==> src/rtl/dfs_pkg.sv <==
// Package: shared constants and types of the descriptor fetch sequencer.
// Assumes the configuration word is at least 10 bits wide.
package dfs_pkg;
    localparam int NUM_SLOTS = 9;
    localparam int SEL_W     = 4;
    localparam int NDS_W     = 4;
    localparam int FLOW_LSB  = 0;
    localparam int FLOW_W    = 3;
    localparam int NDS_LSB   = 4;
    localparam int WSZ_LSB   = 8;
    localparam int WSZ_W     = 2;

    // Slot codes; the fetch order depends on these positions.
    localparam logic [SEL_W-1:0] SL_NXT_LO = 4'd0;
    localparam logic [SEL_W-1:0] SL_NXT_HI = 4'd1;
    localparam logic [SEL_W-1:0] SL_STA_LO = 4'd2;
    localparam logic [SEL_W-1:0] SL_STA_HI = 4'd3;
    localparam logic [SEL_W-1:0] SL_CFG    = 4'd4;
    localparam logic [SEL_W-1:0] SL_XCNT   = 4'd5;
    localparam logic [SEL_W-1:0] SL_XMOD   = 4'd6;
    localparam logic [SEL_W-1:0] SL_YCNT   = 4'd7;
    localparam logic [SEL_W-1:0] SL_YMOD   = 4'd8;
    localparam logic [SEL_W-1:0] SL_CUR_LO = 4'd9;
    localparam logic [SEL_W-1:0] SL_CUR_HI = 4'd10;

    typedef enum logic [FLOW_W-1:0] {
        FL_STOP  = 3'd0,
        FL_AUTO  = 3'd1,
        FL_ARRAY = 3'd2,
        FL_SMALL = 3'd3,
        FL_LARGE = 3'd4
    } flow_e;

    typedef enum logic [1:0] {
        ST_IDLE,
        ST_REQ,
        ST_WAIT,
        ST_FIN
    } seq_state_e;

    // True when the low address bits break the element-size alignment.
    function automatic logic misaligned(input logic [WSZ_W-1:0] wsz,
                                        input logic [1:0] lsb);
        if (wsz == 2'd0)      return 1'b0;
        else if (wsz == 2'd1) return lsb[0];
        else                  return lsb != 2'd0;
    endfunction
endpackage

==> src/rtl/dfs_mode_dec.sv <==
// Module: decodes the flow mode and descriptor size from a configuration word.
// Works out legality, the first slot to load, and where the pointer comes from.
// Assumes list modes may load every slot from their entry slot to the end.
module dfs_mode_dec
    import dfs_pkg::*;
#(
    parameter int DW = 16
) (
    input  logic [DW-1:0]    cfg_i,
    output logic             legal_o,
    output logic             no_fetch_o,
    output logic             from_cur_o,
    output logic [SEL_W-1:0] first_o,
    output logic [NDS_W-1:0] nwords_o
);
    flow_e            flow;
    logic [NDS_W-1:0] nds;
    logic [NDS_W-1:0] span;
    logic             list_mode;

    assign flow     = flow_e'(cfg_i[FLOW_LSB +: FLOW_W]);
    assign nds      = cfg_i[NDS_LSB +: NDS_W];
    assign nwords_o = nds;
    assign span     = NDS_W'(NUM_SLOTS) - NDS_W'(first_o);

    // Pick the entry slot and pointer source for each flow.
    always_comb begin
        first_o    = SL_NXT_LO;
        from_cur_o = 1'b0;
        no_fetch_o = 1'b0;
        list_mode  = 1'b0;
        case (flow)
            FL_STOP, FL_AUTO: no_fetch_o = 1'b1;
            FL_ARRAY: begin
                first_o    = SL_STA_LO;
                from_cur_o = 1'b1;
                list_mode  = 1'b1;
            end
            FL_SMALL: begin
                first_o   = SL_NXT_HI;
                list_mode = 1'b1;
            end
            FL_LARGE: list_mode = 1'b1;
            default:  list_mode = 1'b0;
        endcase
    end

    // Range check: zero for fetch-free flows, 1..span for list flows.
    always_comb begin
        if (no_fetch_o)     legal_o = (nds == '0);
        else if (list_mode) legal_o = (nds != '0) && (nds <= span);
        else                legal_o = 1'b0;
    end
endmodule

==> src/rtl/dfs_slot_regs.sv <==
// Module: the channel working registers and the current-state registers.
// Slots take writes by index. An init strobe copies the pointer, address
// and counts into the current set. Assumes only one writer per cycle.
module dfs_slot_regs
    import dfs_pkg::*;
#(
    parameter int DW = 16,
    localparam int AW = 2 * DW
) (
    input  logic                          clk,
    input  logic                          rst_n,
    input  logic                          we_i,
    input  logic [SEL_W-1:0]              sel_i,
    input  logic [DW-1:0]                 wdata_i,
    input  logic                          init_i,
    output logic [NUM_SLOTS-1:0][DW-1:0]  slot_o,
    output logic [AW-1:0]                 cur_ptr_o,
    output logic [AW-1:0]                 cur_addr_o,
    output logic [DW-1:0]                 cur_x_o,
    output logic [DW-1:0]                 cur_y_o
);
    localparam logic [DW-1:0] CNT_FULL = {DW{1'b1}};

    for (genvar i = 0; i < NUM_SLOTS; i++) begin : g_slot
        logic [DW-1:0] q;
        // Hold one descriptor slot; load it when its index is written.
        always_ff @(posedge clk) begin
            if (!rst_n)                                q <= '0;
            else if (we_i && sel_i == SEL_W'(i))       q <= wdata_i;
        end
        assign slot_o[i] = q;
    end

    // Current descriptor pointer: follows next pointer on init, else preloadable.
    always_ff @(posedge clk) begin
        if (!rst_n)                                  cur_ptr_o <= '0;
        else if (init_i)                             cur_ptr_o <= {slot_o[SL_NXT_HI], slot_o[SL_NXT_LO]};
        else if (we_i && sel_i == SL_CUR_LO)         cur_ptr_o[DW-1:0] <= wdata_i;
        else if (we_i && sel_i == SL_CUR_HI)         cur_ptr_o[AW-1:DW] <= wdata_i;
    end

    // Current address and counts: set up on init, zero counts mean full range.
    always_ff @(posedge clk) begin
        if (!rst_n) begin
            cur_addr_o <= '0;
            cur_x_o    <= '0;
            cur_y_o    <= '0;
        end else if (init_i) begin
            cur_addr_o <= {slot_o[SL_STA_HI], slot_o[SL_STA_LO]};
            cur_x_o    <= (slot_o[SL_XCNT] == '0) ? CNT_FULL : slot_o[SL_XCNT];
            cur_y_o    <= (slot_o[SL_YCNT] == '0) ? CNT_FULL : slot_o[SL_YCNT];
        end
    end

    p_count_nonzero_r9: assert property (@(posedge clk) disable iff (!rst_n)
        init_i |=> (cur_x_o != '0 && cur_y_o != '0));
endmodule

==> src/rtl/dfs_fetch_ctl.sv <==
// Module: sequencer state machine. It accepts a start, issues one read at
// a time, and steers each returned word to the next slot. It then strobes
// init and reports done and errors. Assumes each request gets exactly one
// rd_valid, no earlier than the cycle after the request.
module dfs_fetch_ctl
    import dfs_pkg::*;
#(
    parameter int AW = 32
) (
    input  logic             clk,
    input  logic             rst_n,
    input  logic             start_i,
    input  logic             legal_i,
    input  logic             no_fetch_i,
    input  logic [SEL_W-1:0] first_i,
    input  logic [NDS_W-1:0] nwords_i,
    input  logic [AW-1:0]    base_i,
    input  logic             rd_valid_i,
    input  logic             misalign_i,
    output logic             rd_req_o,
    output logic [AW-1:0]    rd_addr_o,
    output logic             fetch_we_o,
    output logic [SEL_W-1:0] fetch_sel_o,
    output logic             init_o,
    output logic             busy_o,
    output logic             done_o,
    output logic             cfg_err_o,
    output logic             align_err_o
);
    seq_state_e       state;
    logic [SEL_W-1:0] slot_q;
    logic [NDS_W-1:0] left_q;
    logic [AW-1:0]    addr_q;

    // Advance the sequence and keep the error and done flags.
    always_ff @(posedge clk) begin
        if (!rst_n) begin
            state       <= ST_IDLE;
            slot_q      <= '0;
            left_q      <= '0;
            addr_q      <= '0;
            done_o      <= 1'b0;
            cfg_err_o   <= 1'b0;
            align_err_o <= 1'b0;
        end else begin
            done_o <= (state == ST_FIN);
            case (state)
                ST_IDLE: if (start_i) begin
                    if (!legal_i) begin
                        cfg_err_o <= 1'b1;
                    end else begin
                        cfg_err_o   <= 1'b0;
                        align_err_o <= 1'b0;
                        slot_q      <= first_i;
                        left_q      <= nwords_i;
                        addr_q      <= base_i;
                        state       <= no_fetch_i ? ST_FIN : ST_REQ;
                    end
                end
                ST_REQ:  state <= ST_WAIT;
                ST_WAIT: if (rd_valid_i) begin
                    if (left_q == NDS_W'(1)) begin
                        state <= ST_FIN;
                    end else begin
                        slot_q <= slot_q + SEL_W'(1);
                        left_q <= left_q - NDS_W'(1);
                        addr_q <= addr_q + AW'(2);
                        state  <= ST_REQ;
                    end
                end
                ST_FIN: begin
                    align_err_o <= misalign_i;
                    state       <= ST_IDLE;
                end
                default: state <= ST_IDLE;
            endcase
        end
    end

    assign rd_req_o    = (state == ST_REQ);
    assign rd_addr_o   = addr_q;
    assign fetch_we_o  = (state == ST_WAIT) && rd_valid_i;
    assign fetch_sel_o = slot_q;
    assign init_o      = (state == ST_FIN);
    assign busy_o      = (state != ST_IDLE);

    p_single_req_r12: assert property (@(posedge clk) disable iff (!rst_n)
        rd_req_o |=> !rd_req_o);
    p_addr_hold_r12: assert property (@(posedge clk) disable iff (!rst_n)
        (state == ST_WAIT) |-> $stable(rd_addr_o));
    p_done_pulse_r11: assert property (@(posedge clk) disable iff (!rst_n)
        done_o |=> !done_o);
    p_done_idle_r11: assert property (@(posedge clk) disable iff (!rst_n)
        done_o |-> !busy_o);
    p_reject_idle_r3: assert property (@(posedge clk) disable iff (!rst_n)
        (state == ST_IDLE && start_i && !legal_i) |=> (!busy_o && !rd_req_o && cfg_err_o));
endmodule

==> src/rtl/desc_fetch_seq.sv <==
// Module: top of the descriptor fetch sequencer. It joins the mode decoder,
// the slot registers and the fetch controller. It muxes the single register
// write path between the idle-time preload port and returned descriptor
// words. Assumes DW >= 10 so the config fields fit.
module desc_fetch_seq
    import dfs_pkg::*;
#(
    parameter int DW = 16,
    localparam int AW = 2 * DW
) (
    input  logic             clk,
    input  logic             rst_n,
    input  logic             wr_en_i,
    input  logic [SEL_W-1:0] wr_sel_i,
    input  logic [DW-1:0]    wr_data_i,
    input  logic             start_i,
    output logic             rd_req_o,
    output logic [AW-1:0]    rd_addr_o,
    input  logic             rd_valid_i,
    input  logic [DW-1:0]    rd_data_i,
    output logic             busy_o,
    output logic             done_o,
    output logic             cfg_err_o,
    output logic             align_err_o,
    output logic [DW-1:0]    cfg_o,
    output logic [AW-1:0]    next_ptr_o,
    output logic [AW-1:0]    start_addr_o,
    output logic [DW-1:0]    xcnt_o,
    output logic [DW-1:0]    xmod_o,
    output logic [DW-1:0]    ycnt_o,
    output logic [DW-1:0]    ymod_o,
    output logic [AW-1:0]    cur_desc_o,
    output logic [AW-1:0]    cur_addr_o,
    output logic [DW-1:0]    cur_x_o,
    output logic [DW-1:0]    cur_y_o
);
    logic [NUM_SLOTS-1:0][DW-1:0] slot;
    logic             legal, no_fetch, from_cur, misalign, init;
    logic             fetch_we, reg_we;
    logic [SEL_W-1:0] first, fetch_sel, reg_sel;
    logic [NDS_W-1:0] nwords;
    logic [DW-1:0]    reg_wdata;
    logic [AW-1:0]    base;

    assign cfg_o        = slot[SL_CFG];
    assign next_ptr_o   = {slot[SL_NXT_HI], slot[SL_NXT_LO]};
    assign start_addr_o = {slot[SL_STA_HI], slot[SL_STA_LO]};
    assign xcnt_o       = slot[SL_XCNT];
    assign xmod_o       = slot[SL_XMOD];
    assign ycnt_o       = slot[SL_YCNT];
    assign ymod_o       = slot[SL_YMOD];

    assign base      = from_cur ? cur_desc_o : next_ptr_o;
    assign misalign  = misaligned(slot[SL_CFG][WSZ_LSB +: WSZ_W], slot[SL_STA_LO][1:0]);
    assign reg_we    = fetch_we | (wr_en_i & ~busy_o);
    assign reg_sel   = busy_o ? fetch_sel : wr_sel_i;
    assign reg_wdata = busy_o ? rd_data_i : wr_data_i;

    dfs_mode_dec #(.DW(DW)) u_dec (
        .cfg_i      (slot[SL_CFG]),
        .legal_o    (legal),
        .no_fetch_o (no_fetch),
        .from_cur_o (from_cur),
        .first_o    (first),
        .nwords_o   (nwords)
    );

    dfs_slot_regs #(.DW(DW)) u_regs (
        .clk        (clk),
        .rst_n      (rst_n),
        .we_i       (reg_we),
        .sel_i      (reg_sel),
        .wdata_i    (reg_wdata),
        .init_i     (init),
        .slot_o     (slot),
        .cur_ptr_o  (cur_desc_o),
        .cur_addr_o (cur_addr_o),
        .cur_x_o    (cur_x_o),
        .cur_y_o    (cur_y_o)
    );

    dfs_fetch_ctl #(.AW(AW)) u_ctl (
        .clk         (clk),
        .rst_n       (rst_n),
        .start_i     (start_i),
        .legal_i     (legal),
        .no_fetch_i  (no_fetch),
        .first_i     (first),
        .nwords_i    (nwords),
        .base_i      (base),
        .rd_valid_i  (rd_valid_i),
        .misalign_i  (misalign),
        .rd_req_o    (rd_req_o),
        .rd_addr_o   (rd_addr_o),
        .fetch_we_o  (fetch_we),
        .fetch_sel_o (fetch_sel),
        .init_o      (init),
        .busy_o      (busy_o),
        .done_o      (done_o),
        .cfg_err_o   (cfg_err_o),
        .align_err_o (align_err_o)
    );

    p_busy_write_blocked_r2: assert property (@(posedge clk) disable iff (!rst_n)
        (busy_o && !rd_valid_i) |=> $stable(slot));
endmodule

==> config.mk <==
export PLATFORM = sky130hd
export DESIGN_NAME = desc_fetch_seq
export DESIGN_NICKNAME = d
export VERILOG_FILES = /design/src/rtl/dfs_pkg.sv /design/src/rtl/dfs_mode_dec.sv /design/src/rtl/dfs_slot_regs.sv /design/src/rtl/dfs_fetch_ctl.sv /design/src/rtl/desc_fetch_seq.sv
export SDC_FILE = /design/constraint.sdc
export NUM_CORES = 1
export LEC_CHECK = 0
export ABC_AREA = 1
export BUFFER_PORTS_ARGS = -buffer_cell sky130_fd_sc_hd__buf_2
export CORE_MARGIN = 10
export CORE_UTILIZATION = 40
export DETAILED_ROUTE_END_ITERATION = 7
export SLEW_MARGIN = 30
export SYNTH_ARGS = -nofsm -noshare
export SYNTH_HDL_FRONTEND = slang
export SYNTH_SLANG_ARGS = --single-unit
==> constraint.sdc <==
create_clock -name clk -period 3.4 [get_ports clk]
set_input_delay 0.68 -clock clk [delete_from_list [all_inputs] [get_ports clk]]
set_output_delay 0.68 -clock clk [all_outputs]
set_load 0.02 [all_outputs]
# == Yosys cells after proc, flatten, opt, wreduce, memory -nomap -nowiden ==
# Index checks and enable logic that the tools add are counted.
# classes
reduce_logical,34
muxes,42
magnitude_cmp,1
bitwise_logic,3
addsub,4
n_eq_ne,24
# op_table
cell,n
2-to-1 mux 32 bit,6
2-to-1 mux 16 bit,6
case mux 32 bit (2 select lines),1
2-to-1 mux 4 bit,9
"adder 32 x 2 -> 32 bit, second input constant",1
logical NOT 16 bit,2
"== test 4 x 3 -> 1 bit, second input constant",4
case mux 4 bit (2 select lines),2
logical AND 1 bit,13
"== test 4 bit, second input constant",3
nonzero test 2 bit,6
2-to-1 mux 1 bit,10
2-to-1 mux 2 bit,5
"== test 4 x 1 -> 1 bit, second input constant",2
"== test 4 x 2 -> 1 bit, second input constant",2
logical NOT 4 bit,2
"inequality test 2 bit, second input constant",4
case mux 2 bit (4 select lines),1
"== test 3 x 2 -> 1 bit, second input constant",2
AND reduction 3 bit,2
AND reduction 5 bit,1
"adder 4 x 1 -> 4 bit, second input constant",1
"== test 2 x 1 -> 1 bit, second input constant",2
"== test 2 bit, second input constant",2
17 further kinds,19
# totals
wordCells,129
inputBits,41
out_inout_bits,277
ff_bits,285

# == Logic depth before layout (Yosys ltp) ==
# Gate-level depths: netlist of the first run.
# depth
depth_word,10
ltp_mapped,20
depth_no_buf,18

# == Hierarchy ==
# Synthesis of the first run repeated with hierarchy kept, for this count alone.
# hier_totals
hier_cells,1910
hier_area_um2,12889.9
# modules_own_cells
module,seq_area_each_um2,instances,area_each_um2,cells_per_inst
dfs_slot_regs,4804.6,1,8899.8,1182
dfs_fetch_ctl,900.9,1,2947.8,512
desc_fetch_seq,0.0,1,810.8,173
dfs_mode_dec,0.0,1,231.5,43

# == Worst setup path after synthesis of the first run ==
# Ideal clock, no wire load.
# synth_timing
path_type,reg-to-reg
from,register u_regs.g_slot[4].q[2]
to,"register u_ctl.addr_q[4], in the netlist u_ctl.rd_addr_o[4]"
required_time_ps,3285
t_arrival_ps,2589
n_path_buf,3
setup_ps,115
path_stages_with_launch,19
period_less_slack_ps,2704
slack_ps,696
path_cell_list,dfxtp_1 > nor2_1 > nand2_1 > clkbuf_1 > buf_1 > ha_1 > nand2_1 > nand2_1 > nand2_1 > nand2_1 > nand2_1 > nand2_1 > nand2_1 > nand2_1 > nand2_1 > clkbuf_1 > nand3_1 > nand2_1 > nor2_1
# synth_via
elab_chain_len,9
word_cells_on_any_way,22
cone_classes,add/sub: 1; order compare: 1; eq/ne: 5; mux: 10; reduce/logical: 5
# synth_rtl
item,line,text
start: declaration,dfs_slot_regs.sv:25,logic [DW-1:0] q;
start signal: assignment,dfs_slot_regs.sv:29,else if (we_i && sel_i == SEL_W'(i)) q <= wdata_i;
== test 3 x 2 -> 1 bit,dfs_mode_dec.sv:32,case (flow)
case mux 2 bit (2 select lines),dfs_mode_dec.sv:32,
subtractor 4 x 2 -> 4 bit,dfs_mode_dec.sv:24,assign span = NDS_W'(NUM_SLOTS) - NDS_W'(first_o);
less-or-equal comparator 4 bit,dfs_mode_dec.sv:51,else if (list_mode) legal_o = (nds != '0) && (nds <= span);
logical AND 1 bit,dfs_mode_dec.sv:51,
2-to-1 mux 1 bit,dfs_mode_dec.sv:51,
2-to-1 mux 1 bit,dfs_mode_dec.sv:50,if (no_fetch_o) legal_o = (nds == '0);
inequality test 2 x 1 -> 1 bit (no line),--,
AND reduction 5 bit (no line),--,
end signal: assignment,dfs_fetch_ctl.sv:56,addr_q <= base_i;
end signal: assignment,dfs_fetch_ctl.sv:67,addr_q <= addr_q + AW'(2);
end: declaration,dfs_fetch_ctl.sv:33,logic [AW-1:0] addr_q;
# Parallel ways exist; a longest one is shown, timed or not. The select of a mux whose other input is x is not followed.
# A chain may end at the register's enable or synchronous reset.

# == Worst setup path in the final report of the first run ==
# layout_timing
from,register u_regs.g_slot[4].q[1]
to,"register u_ctl.addr_q[28], in the netlist u_ctl.rd_addr_o[28]"
# Same word-level chain as after synthesis.

==> metrics.md, run 1 <==
| Metric | Value |
|---|---|
| Status | `complete, no violations` |
| Placed Area | `14,490 um2` |
| Largest net degree at the start of global routing | `183` |
| Setup TNS | `0 ps` |
| Clk Latency, worst-skew pair | `approximately 520 ps` |
| PD cells | `908.4 nW/um2` |
| First-pass GRT wire length | `73,660 um` |
| Post-synth ARST share | `0%` |
| Clk pin slew, worst setup/hold paths | `60 ps` |
| Num ports | `318` |
| Net Count, Synth | `1,844` |
| Post-DR vias/cell | `approximately 5.2` |
| Synth top cells by count | `nand2_1 (333), nor2_1 (318), dfxtp_1 (285)` |
| FF-to-FF setup slack | `650 ps` |
| PortBufs | `317` |
| Clock sink count | `around 290` |
| Minimum clock period | `2754 ps` |
| DP HPWL | `between 30,000 and 40,000 um` |
| Die height | `198.1 um` |
| Max-Slew Margin vs Limit | `47.05%` |
| Synth Instances | `1,795` |
| Leak | `a little over 0.007 uW` |
| GRT Total Usage | `about a quarter` |
| Core footprint | `31,390 um2` |
| Synth Area per Inst | `7.065 um2` |
| Routability cong. | `a little over 0.9` |
| Vias post-DR | `~13k` |
| Final Cycle Share | `81.01%` |
| Initial DRC Count | `957` |
| Count leader, synth | `nand2_1` |
| Most area-hungry cell type in the Yosys netlist | `dfxtp_1` |
| Row Count | `65` |
| CP startpoint kind | `register` |
| Root Buffer | `clkbuf_16` |
| H-tree depth | `2` |
| Netlist cell types | `36` |
| Crit end category | `register` |
| Max Cap Viol | `0` |
| Clock Path Buffers | `3` |
| Setup violators final | `0` |
| Worst Path Required | `~3800 ps` |
| Area share of the largest cell type after synthesis | `approximately 45%` |
| DR WL/cell | `roughly 20 um` |
| Mapped cell area | `12,680 um2` |
| Yosys reg bits | `285` |
| Top achievable clock speed | `around 360 MHz` |
| Critical path type | `register to register` |
| Die footprint | `slightly below 40,000 um2` |
| Layout cells sized above 1 | `22.13%` |
| Worst min path class | `primary input to register` |
| Total gr overflow | `0` |
| Final Power | `about 14,000 uW` |
| Pre-CTS setup slack | `699.6 ps` |
| CP max FO | `50` |
| # fillers | `~3.3k` |
| Routed Antenna Nets | `0` |
| Post-CTS Setup Bufs | `0` |
| CTS tree | `built` |
| Final instance area | `15,570 um2` |
| Vias in the first global route | `approximately 12k` |
| Post-CTS Hold Buffers | `0` |
| Setup WS post-layout | `~650 ps` |
| Final WL | `between 40,000 and 50,000 um` |
| Effective utilization at floorplan | `40.40%` |
| Area Growth Syn to Fin | `22.75%` |
| Nets | `2,113` |
| Final Hold Vio Count | `0` |
| Worst Path Arrival | `3170 ps` |
| Top cells by area, synth | `dfxtp_1 (45%), nand2_1 (9.9%), nor2_1 (9.4%)` |
| RSZ-0062 raised after global routing | `false` |
| Max-slew violations | `0` |
| Clk_skew | `12.33 ps` |
| Initial antenna violation count | `0` |
| EDFF count, synth | `0` |
| # DRC | `0` |
| Peak VDD IR | `0.6463 mV` |
| Die width | `198.1 um` |
| # diodes | `0` |
| Cts repair resizes | `0` |
| TritonCTS Buffers | `35` |
| Seq/Total Area, Yosys | `44.99%` |
| Top FF cell, synth | `dfxtp_1` |
| Drt first pass iters | `5` |
| Total of warnings raised by yosys | `0` |
| Slew @ Worst Pin | `between 700 and 800 ps` |
## flip-flops by register name, summed over array words and instances, names as in the netlist
name and count:
u_ctl.rd_addr_o 32, u_ctl.align_err_o 1, u_ctl.left_q 4, u_regs.cur_y_o 16, u_regs.g_slot.q 144, u_ctl.state 2
u_ctl.done_o 1, u_regs.cur_ptr_o 32, u_ctl.fetch_sel_o 4, u_ctl.cfg_err_o 1, u_regs.cur_x_o 16, u_regs.cur_addr_o 32
## cell usage in the layout (no fill, tap or decap), drive strengths merged, types with 2 or more instances in the layout
cell type and instances:
inv 143, xor2 10, nor2 326, o21ai 198, ha 8, or2 16
o211ai 13, buf 342, clkbuf 52, a21oi 189, nand3b 2, nand2 345
nand3 65, nor4 8, a22oi 19, nand4 6, dfxtp 285, a31oi 47
clkinv 6
## through the flow
stage	cells	utilization, %	hold slack, ps
4_1_cts	2490	49.58	444.9
2_1_floorplan	1795	-	451.6
5_1_grt	2490	49.59	474.4
3_5_place_dp	2429	46.15	450.5
3_3_place_gp	2429	46.15	445.9
6_report	2490	49.59	450.9
## path summary, 6_finish.rpt
path | startpoint | end | cells past startpoint
hold reg to reg | u_ctl.rd_addr_o[0] | u_ctl.rd_addr_o[0] | 2
setup / recovery | u_regs.g_slot[4].q[1] | u_ctl.rd_addr_o[28] | 18
hold / removal | rd_valid_i | u_ctl.state[1] | 4
setup reg to reg | u_regs.g_slot[4].q[1] | u_ctl.rd_addr_o[28] | 18
## layout make-up
| class | instances | area, um2 | share of cell area [%] |
|---|---|---|---|
| Sequential cell | 285 | 5705 | 36.65 |
| Tap cell | 402 | 503.0 | 3.231 |
| Inverter | 141 | 533.0 | 3.424 |
| Clock buffer | 52 | 1020 | 6.550 |
| Multi-Input combinational cell | 1259 | 5933 | 38.11 |
| Timing Repair Buffer | 342 | 1814 | 11.65 |
| Clock inverter | 9 | 58.81 | 0.3778 |
## worst max-delay path, stage by stage, from the launching register on
cell and delay, ps:
dfxtp_1 340, inv_1 80, nor2_1 170, nand2_1 170
inv_2 240, ha_1 290, nand2_1 70, inv_1 50
nand3_1 70, nand2_1 50, nand2_1 50, nand2_1 80
nand2_1 60, nand2_1 70, nand2_2 120, buf_4 440
nand2_1 120, nand2_1 80, nor2_1 50
## per-layer routing
layer  up-vias  routed length (um)  track usage (%)
met5         -                   0                0
met4         0                2011            9.852
met1      6069               20260            30.66
met3        92                4321            6.145
li1       6404                   -                -
met2       493               22180            37.70
## logic make-up (layout without fill, tap and decap cells)
logic type / Yosys count / count (layout) / synth area share [%]
xor gates and xnor gates: 11 / 11 / 0.7596
DFF: 285 / 285 / 44.99
buffers and inverters: 251 / 544 / 8.248
AOI/OAI and AO/OA: 469 / 469 / 20.03
muxes: 1 / 1 / 0.07893
and+or+nand+nor: 770 / 770 / 25.11
adders and majority gates: 8 / 8 / 0.7893
## power by group
part	switching (uW)	total, uW	internal (uW)
sequential	656	4660	4010
clock	1460	3530	2080
combinational	4310	5940	1630
No activity file was read; power rests on OpenSTA's default activity.
==> run 2: changes to the inputs <==
ABC_AREA = 0   (was 1)
clock period = 2.8 ns   (was 3.4 ns; I/O delays follow)
==> run 2 against run 1 <==
Against the previous run: worst setup slack lost 510 ps; combinational power shrank 64%; synthesized area decreased by 7.2%; synthesized cell count shrank 24%; sequential share of layout area up 1.5 points; critical path depth shrank 8; die area is 6.5% lower; clock skew increased by 2.4 ps; power shrank 22%; critical path type unchanged; largest cell class is now flip-flops and latches.
==> metrics.md, run 2 <==
| Metric | Value |
|---|---|
| Status | `complete, no violations` |
| Slew @ Worst Pin | `949.0 ps` |
| Nets | `1,705` |
| CP startpoint kind | `register` |
| Layout cells sized above 1 | `a little under a third` |
| Post-synthesis mux area share | `2.010%` |
| Setup violators final | `0` |
| Max Cap Viol | `0` |
| Post-Synth Simple-Gate Area | `between 10% and 20%` |
| Reg with most FFs | `u_regs.g_slot.q` |
| CTS tree | `built` |
| # fillers | `2,830` |
| H-tree depth | `1` |
| Synth top cells by count | `dfxtp_1 (285), nor2_1 (196), nand2_1 (177)` |
| Post-Synth Adder-Cell Area | `0.8508%` |
| CP cell instances | `or3b_4, inv_2, ha_1, and3_1, a221o_1, a22o_1, o21ai_2, buf_4, nand2_2, o21ai_0` |
| DP HPWL | `33,020 um` |
| EDFF count, synth | `0` |
| Sw Ratio | `30.39%` |
| Post-CTS Hold Buffers | `0` |
| Most area-hungry cell type in the Yosys netlist | `dfxtp_1` |
| Routability cong. | `0.8962` |
| Commonest cells after routing, fill and taps aside | `buf_2 (317), dfxtp_1 (282), nor2_1 (194), nand2_1 (176), a211oi_1 (145)` |
| Crit end category | `register` |
| Synth Instances | `1,367` |
| Clk pwr share | `about two fifths` |
| Critical path type | `register to register` |
| Row Count | `62` |
| P_sw | `3340 uW` |
| Compound-gate portion of the synthesized area | `24.55%` |
| Net Count, Synth | `~1.4k` |
| Slowest stage delay, CP | `410 ps` |
| Minimum clock period | `2669 ps` |
| Routed Antenna Nets | `0` |
| Effective utilization at floorplan | `about two fifths` |
| TritonCTS Buffers | `31` |
| Combinational family with the most area after synthesis | `compound AO/OA/AOI/OAI gates` |
| Clock sink count | `285` |
| First-pass GRT wire length | `69,520 um` |
| GRT Total Usage | `24.14%` |
| Area Growth Syn to Fin | `27.30%` |
| Clk Latency, worst-skew pair | `550 ps` |
| Comb power frac | `19.3%` |
| Most common library cell in the layout ignoring fill and taps | `buf_2` |
| DR WL/cell | `about 22 um` |
| Total gr overflow | `0` |
| Internal | `7649 uW` |
| Worst Path Required | `3280 ps` |
| Seq/Total Area, Yosys | `48.50%` |
| Initial DRC Count | `~1.1k` |
| Reg power frac | `41.1%` |
| Final Power | `10,990 uW` |
| PortBufs | `317` |
| Pre-CTS setup slack | `41.53 ps` |
| Top achievable clock speed | `374.7 MHz` |
| Worst min path class | `primary input to register` |
| Slowest-stage cell, CP | `or3b_4` |
| Clk_skew | `14.74 ps` |
| Drt first pass iters | `5` |
| Cts repair resizes | `0` |
| Area share of the largest cell type after synthesis | `between 40% and 50%` |
| Final Hold Vio Count | `0` |
| Vias post-DR | `11.59k` |
| Post-DR vias/cell | `5.614` |
| Setup WS post-layout | `131.5 ps` |
| Num ports | `318` |
| Peak VDD IR | `between 0.5 and 0.6 mV` |
| Final Cycle Share | `95.30%` |
| Clock Path Buffers | `3` |
| RSZ-0062 raised after global routing | `true` |
| Largest net degree at the start of global routing | `122` |
| Core footprint | `28,860 um2` |
| Root Buffer | `clkbuf_16` |
| Max-Slew Margin vs Limit | `36.66%` |
| Worst Path Arrival | `3150 ps` |
| Count leader, synth | `dfxtp_1` |
| Top FF cell, synth | `dfxtp_1` |
| Xor/xnor share of the synthesized area | `0.07444%` |
| Synth Area per Inst | `8.606 um2` |
| Mapped cell area | `11,770 um2` |
| # DRC | `0` |
| Die width | `191.5 um` |
| Die height | `about 190 um` |
| CP max FO | `11` |
| Post-CTS Setup Bufs | `0` |
| Top cells by area, synth | `dfxtp_1 (48%), a211oi_1 (9.3%), nor2_1 (6.3%)` |
| Leak | `0.006160 uW` |
| PD cells | `733.7 nW/um2` |
| Max-slew violations | `0` |
| Final WL | `46,280 um` |
| Max FFs per register | `144` |
| Vias in the first global route | `10.97k` |
| Netlist cell types | `63` |
| Total of warnings raised by yosys | `0` |
| Die footprint | `36,670 um2` |
| Post-synth ARST share | `0%` |
| Initial antenna violation count | `0` |
| Yosys reg bits | `roughly 290` |
| Clk pin slew, worst setup/hold paths | `60 ps` |
[run 2: changes by cell type in the layout (fill, tap and decap cells not counted), sizes merged, moves of 23 or more]
cell    previous run  this run
nand2            345       177
a21oi            189       110
o21ai            198        36
o221a              0        38
inv              143        32
and2               0        23
nor2             326       201
buf              342       369
a211oi             0       145
a31oi             47        15
nand3             65        22
[run 2: area by class of cell]
class	instances	area, um2	share of cell area, %
diodes	1	2.502	0.01671
clock buffers	46	943.4	6.299
clock inverters	10	153.9	1.028
inverters	31	121.4	0.8104
multi-input cells	938	5499	36.72
flip-flops and latches	285	5712	38.14
well taps	384	480.5	3.208
repair buffers	369	2064	13.78
[run 2: final timing paths]
path | startpoint | endpoint | slack [ps] | cells past startpoint
min reg2reg | u_regs.cur_addr_o[13] | u_regs.cur_addr_o[13] | 450 | 2
max reg2reg | u_regs.g_slot[4].q[1] | u_ctl.rd_addr_o[4] | 130 | 10
max | u_regs.g_slot[4].q[1] | u_ctl.rd_addr_o[4] | 130 | 10
min | start_i | u_ctl.state[1] | 350 | 3
[run 2: cell families (layout without fill, tap and decap cells)]
logic type,after synthesis,in the layout
and+or+nand+nor,501,501
AOI/OAI and AO/OA,409,409
DFF,285,285
buffers and inverters,144,456
muxes,19,19
adders and majority gates,8,8
xor gates and xnor gates,1,1
other,0,1
[run 2: metal layers]
metal	GRT usage, %	vias to the layer above	wire length (um)
met2	38.41	481	21300
met1	32.71	5562	20060
met5	0	-	0
li1	-	5488	-
met4	6.340	0	1058
met3	4.756	56	3857
[run 2: power groups by stage]
stage	clock, uW	sequential (uW)	combinational (uW)
after detailed placement	0	4590	2110
after global placement	0	4590	2090
after floorplan	0	4770	1030
after CTS	4420	4500	2120
final	4350	4510	2120
after global routing	4580	4540	2270
[run 2: worst max-delay path: cells and delay by family, from the launching register on]
family,cells,cell delay [ps]
compound gates,4,1010
buf+inv,2,240
fa+ha+maj,1,230
simple gates,3,760
flops,1,360
[run 2: through the flow]
step / utilization [%] / hold slack (ps) / TNS [ps] / instance area (um2) / instances
after floorplan: - / 445.6 / 0 / 11810 / 1367
after global placement: 48.08 / 438.7 / 0 / 13870 / 2007
after detailed placement: 48.08 / 444.9 / 0 / 13870 / 2007
after CTS: 51.88 / 323.1 / 0 / 14970 / 2063
after global routing: 51.89 / 366.4 / -35.53 / 14970 / 2063
final: 51.90 / 353.0 / 0 / 14980 / 2064
==> run 3: changes to the inputs <==
clock period = 2.9 ns   (was 2.8 ns; I/O delays follow)
==> run 3 against run 2 <==
Against the previous run: final area decreased by 0.53%; highest routed layer unchanged; maximum frequency decreased by 4.1%; sequential power decreased by 4%; die area unchanged; global-route usage about the same; register-to-register slack about the same; clock power decreased by 5.3%; sequential share of layout area increased by 0.21 points; largest cell class unchanged; worst setup slack got worse by 14 ps; non-clock buffer count unchanged; routed wire length about the same.
==> metrics.md, run 3 (synthesized netlist as in run 2, its figures left out) <==
| Metric | Value |
|---|---|
| Core footprint | `28,860 um2` |
| # fillers | `2,789` |
| Num ports | `318` |
| Final Hold Vio Count | `0` |
| GR Util met2 | `38.15%` |
| FF-to-FF setup slack | `between 100 and 150 ps` |
| Top achievable clock speed | `between 300 and 400 MHz` |
| Setup violators final | `0` |
| CP max FO | `11` |
| Hold WS | `336.4 ps` |
| Initial antenna violation count | `0` |
| Clk Latency, worst-skew pair | `570 ps` |
| R2R cell count | `10` |
| R2r startpoint | `u_regs.g_slot[4].q[1]` |
| Worst min path class | `primary input to register` |
| Max FFs per register | `144` |
| Routability cong. | `0.9219` |
| Final WL | `approximately 46,000 um` |
| Routed Antenna Nets | `0` |
| Hold depth | `3` |
| Initial DRC Count | `1,187` |
| Total gr overflow | `0` |
| TritonCTS Buffers | `31` |
| Drt first pass iters | `7` |
| RSZ-0062 raised after global routing | `true` |
| Commonest cells after routing, fill and taps aside | `buf_2 (317), dfxtp_1 (282), nor2_1 (194), nand2_1 (176), a211oi_1 (145)` |
| Critical path type | `register to register` |
| GRT Total Usage | `24.16%` |
| Max-slew violations | `0` |
| Row Count | `62` |
| Post-CTS Hold Buffers | `0` |
| # DRC | `0` |
| PD cells | `705.8 nW/um2` |
| Effective utilization at floorplan | `40.77%` |
| Final Power | `roughly 11,000 uW` |
| Clock sink count | `~290` |
| # diodes | `0` |
| Leak | `0.006135 uW` |
| Minimum clock period | `around 2800 ps` |
| Hold endpoint | `u_ctl.state[1]` |
| GR peak layer | `met2` |
| Clock Path Buffers | `3` |
| Post-DR vias/cell | `5.594` |
| DP HPWL | `33,120 um` |
| CTS tree | `built` |
| Reg with most FFs | `u_regs.g_slot.q` |
| Root Buffer | `clkbuf_16` |
| Vias post-DR | `11.55k` |
| Post-CTS Setup Bufs | `0` |
| Final design utilization | `51.62%` |
| Slew @ Worst Pin | `around 930 ps` |
| Hold_sp | `start_i` |
| DR WL/cell | `22.42 um` |
| First-pass GRT wire length | `69,570 um` |
| Status | `complete, no violations` |
| Clk_skew | `around 17 ps` |
| Clk pin slew, worst setup/hold paths | `60 ps` |
| Layout cells sized above 1 | `between 30% and 40%` |
| Die width | `191.5 um` |
| CP startpoint kind | `register` |
| Die height | `191.5 um` |
| Nets | `between 1.5k and 2k` |
| Crit end category | `register` |
| GRT met1 Usage | `32.92%` |
| H-tree depth | `1` |
| Peak VDD IR | `around 0.42 mV` |
| Worst Path Required | `3380 ps` |
| PortBufs | `317` |
| Die footprint | `roughly 37,000 um2` |
| Crit Reg-Reg Endpoint | `u_ctl.rd_addr_o[16]` |
| Largest net degree at the start of global routing | `135` |
| Worst Path Arrival | `around 3300 ps` |
| Max Cap Viol | `0` |
| Most common library cell in the layout ignoring fill and taps | `buf_2` |
| GRT met3 Usage | `4.592%` |
| Final Cycle Share | `a little over nine tenths` |
| Vias in the first global route | `10.92k` |
| Max-Slew Margin vs Limit | `a little under two fifths` |
| Area Growth Syn to Fin | `26.62%` |
==> run 3: layout make-up <==
type / count / area, um2 / area share (%)
flip-flops and latches: 285 / 5712 / 38.34
multi-input cells: 938 / 5504 / 36.95
repair buffers: 369 / 2002 / 13.44
clock buffers: 45 / 958.4 / 6.434
well taps: 384 / 480.5 / 3.225
inverters: 31 / 121.4 / 0.8147
clock inverters: 12 / 118.9 / 0.7979
==> run 3: what timing repair did <==
| item | 4_1_cts | 5_1_grt |
|---|---|---|
| gates resized for setup | 1 | 4 |
| pin swaps | 0 | 0 |
| endpoints found under the setup margin | 1 | 20 |
==> run 3: worst max path at each step <==
stage | startpoint | end | slack [ps] | cells after the start
after CTS | u_regs.g_slot[4].q[1] | u_ctl.rd_addr_o[3] | 40 | 10
final | u_regs.g_slot[4].q[1] | u_ctl.rd_addr_o[16] | 120 | 10
after detailed placement | u_regs.g_slot[4].q[1] | u_ctl.rd_addr_o[4] | 30 | 10
after floorplan | u_regs.g_slot[4].q[1] | u_ctl.rd_addr_o[20] | 20 | 11
after global routing | u_regs.g_slot[4].q[1] | u_ctl.rd_addr_o[16] | -20 | 10
after global placement | u_regs.g_slot[4].q[1] | u_ctl.rd_addr_o[20] | 120 | 10
==> run 3: power by group <==
part / switching [uW] / leakage, uW / internal, uW
clock network: 1670 / 0.000537 / 2460
registers: 225 / 0.00231 / 4130
logic: 1390 / 0.00329 / 650
==> run 3: stage by stage <==
stage	std cells	setup WS (ps)	setup TNS, ps	instance area [um2]
after detailed placement	2007	33.25	0	13810
after floorplan	1367	24.11	0	11790
after CTS	2064	39.87	0	14890
final	2064	117.2	0	14900
after global routing	2064	-16.81	-38.96	14900
after global placement	2007	119.3	0	13810
==> run 3: routing by layer <==
metal  share of wire [%]  vias up
li1                    -     5489
met1                  44     5540
met2                  46      454
met3                 7.2       64
met4                 2.5        0
met5                   0        -
==> run 3: critical path, cell delays in order (launching register included) <==
cell and delay, ps:
dfxtp_4 360, or3b_2 510, inv_2 80, ha_1 230, and3_1 200, a221o_1 370, a22o_1 260, o21ai_2 170
buf_4 160, nand2_2 140, o21ai_0 210
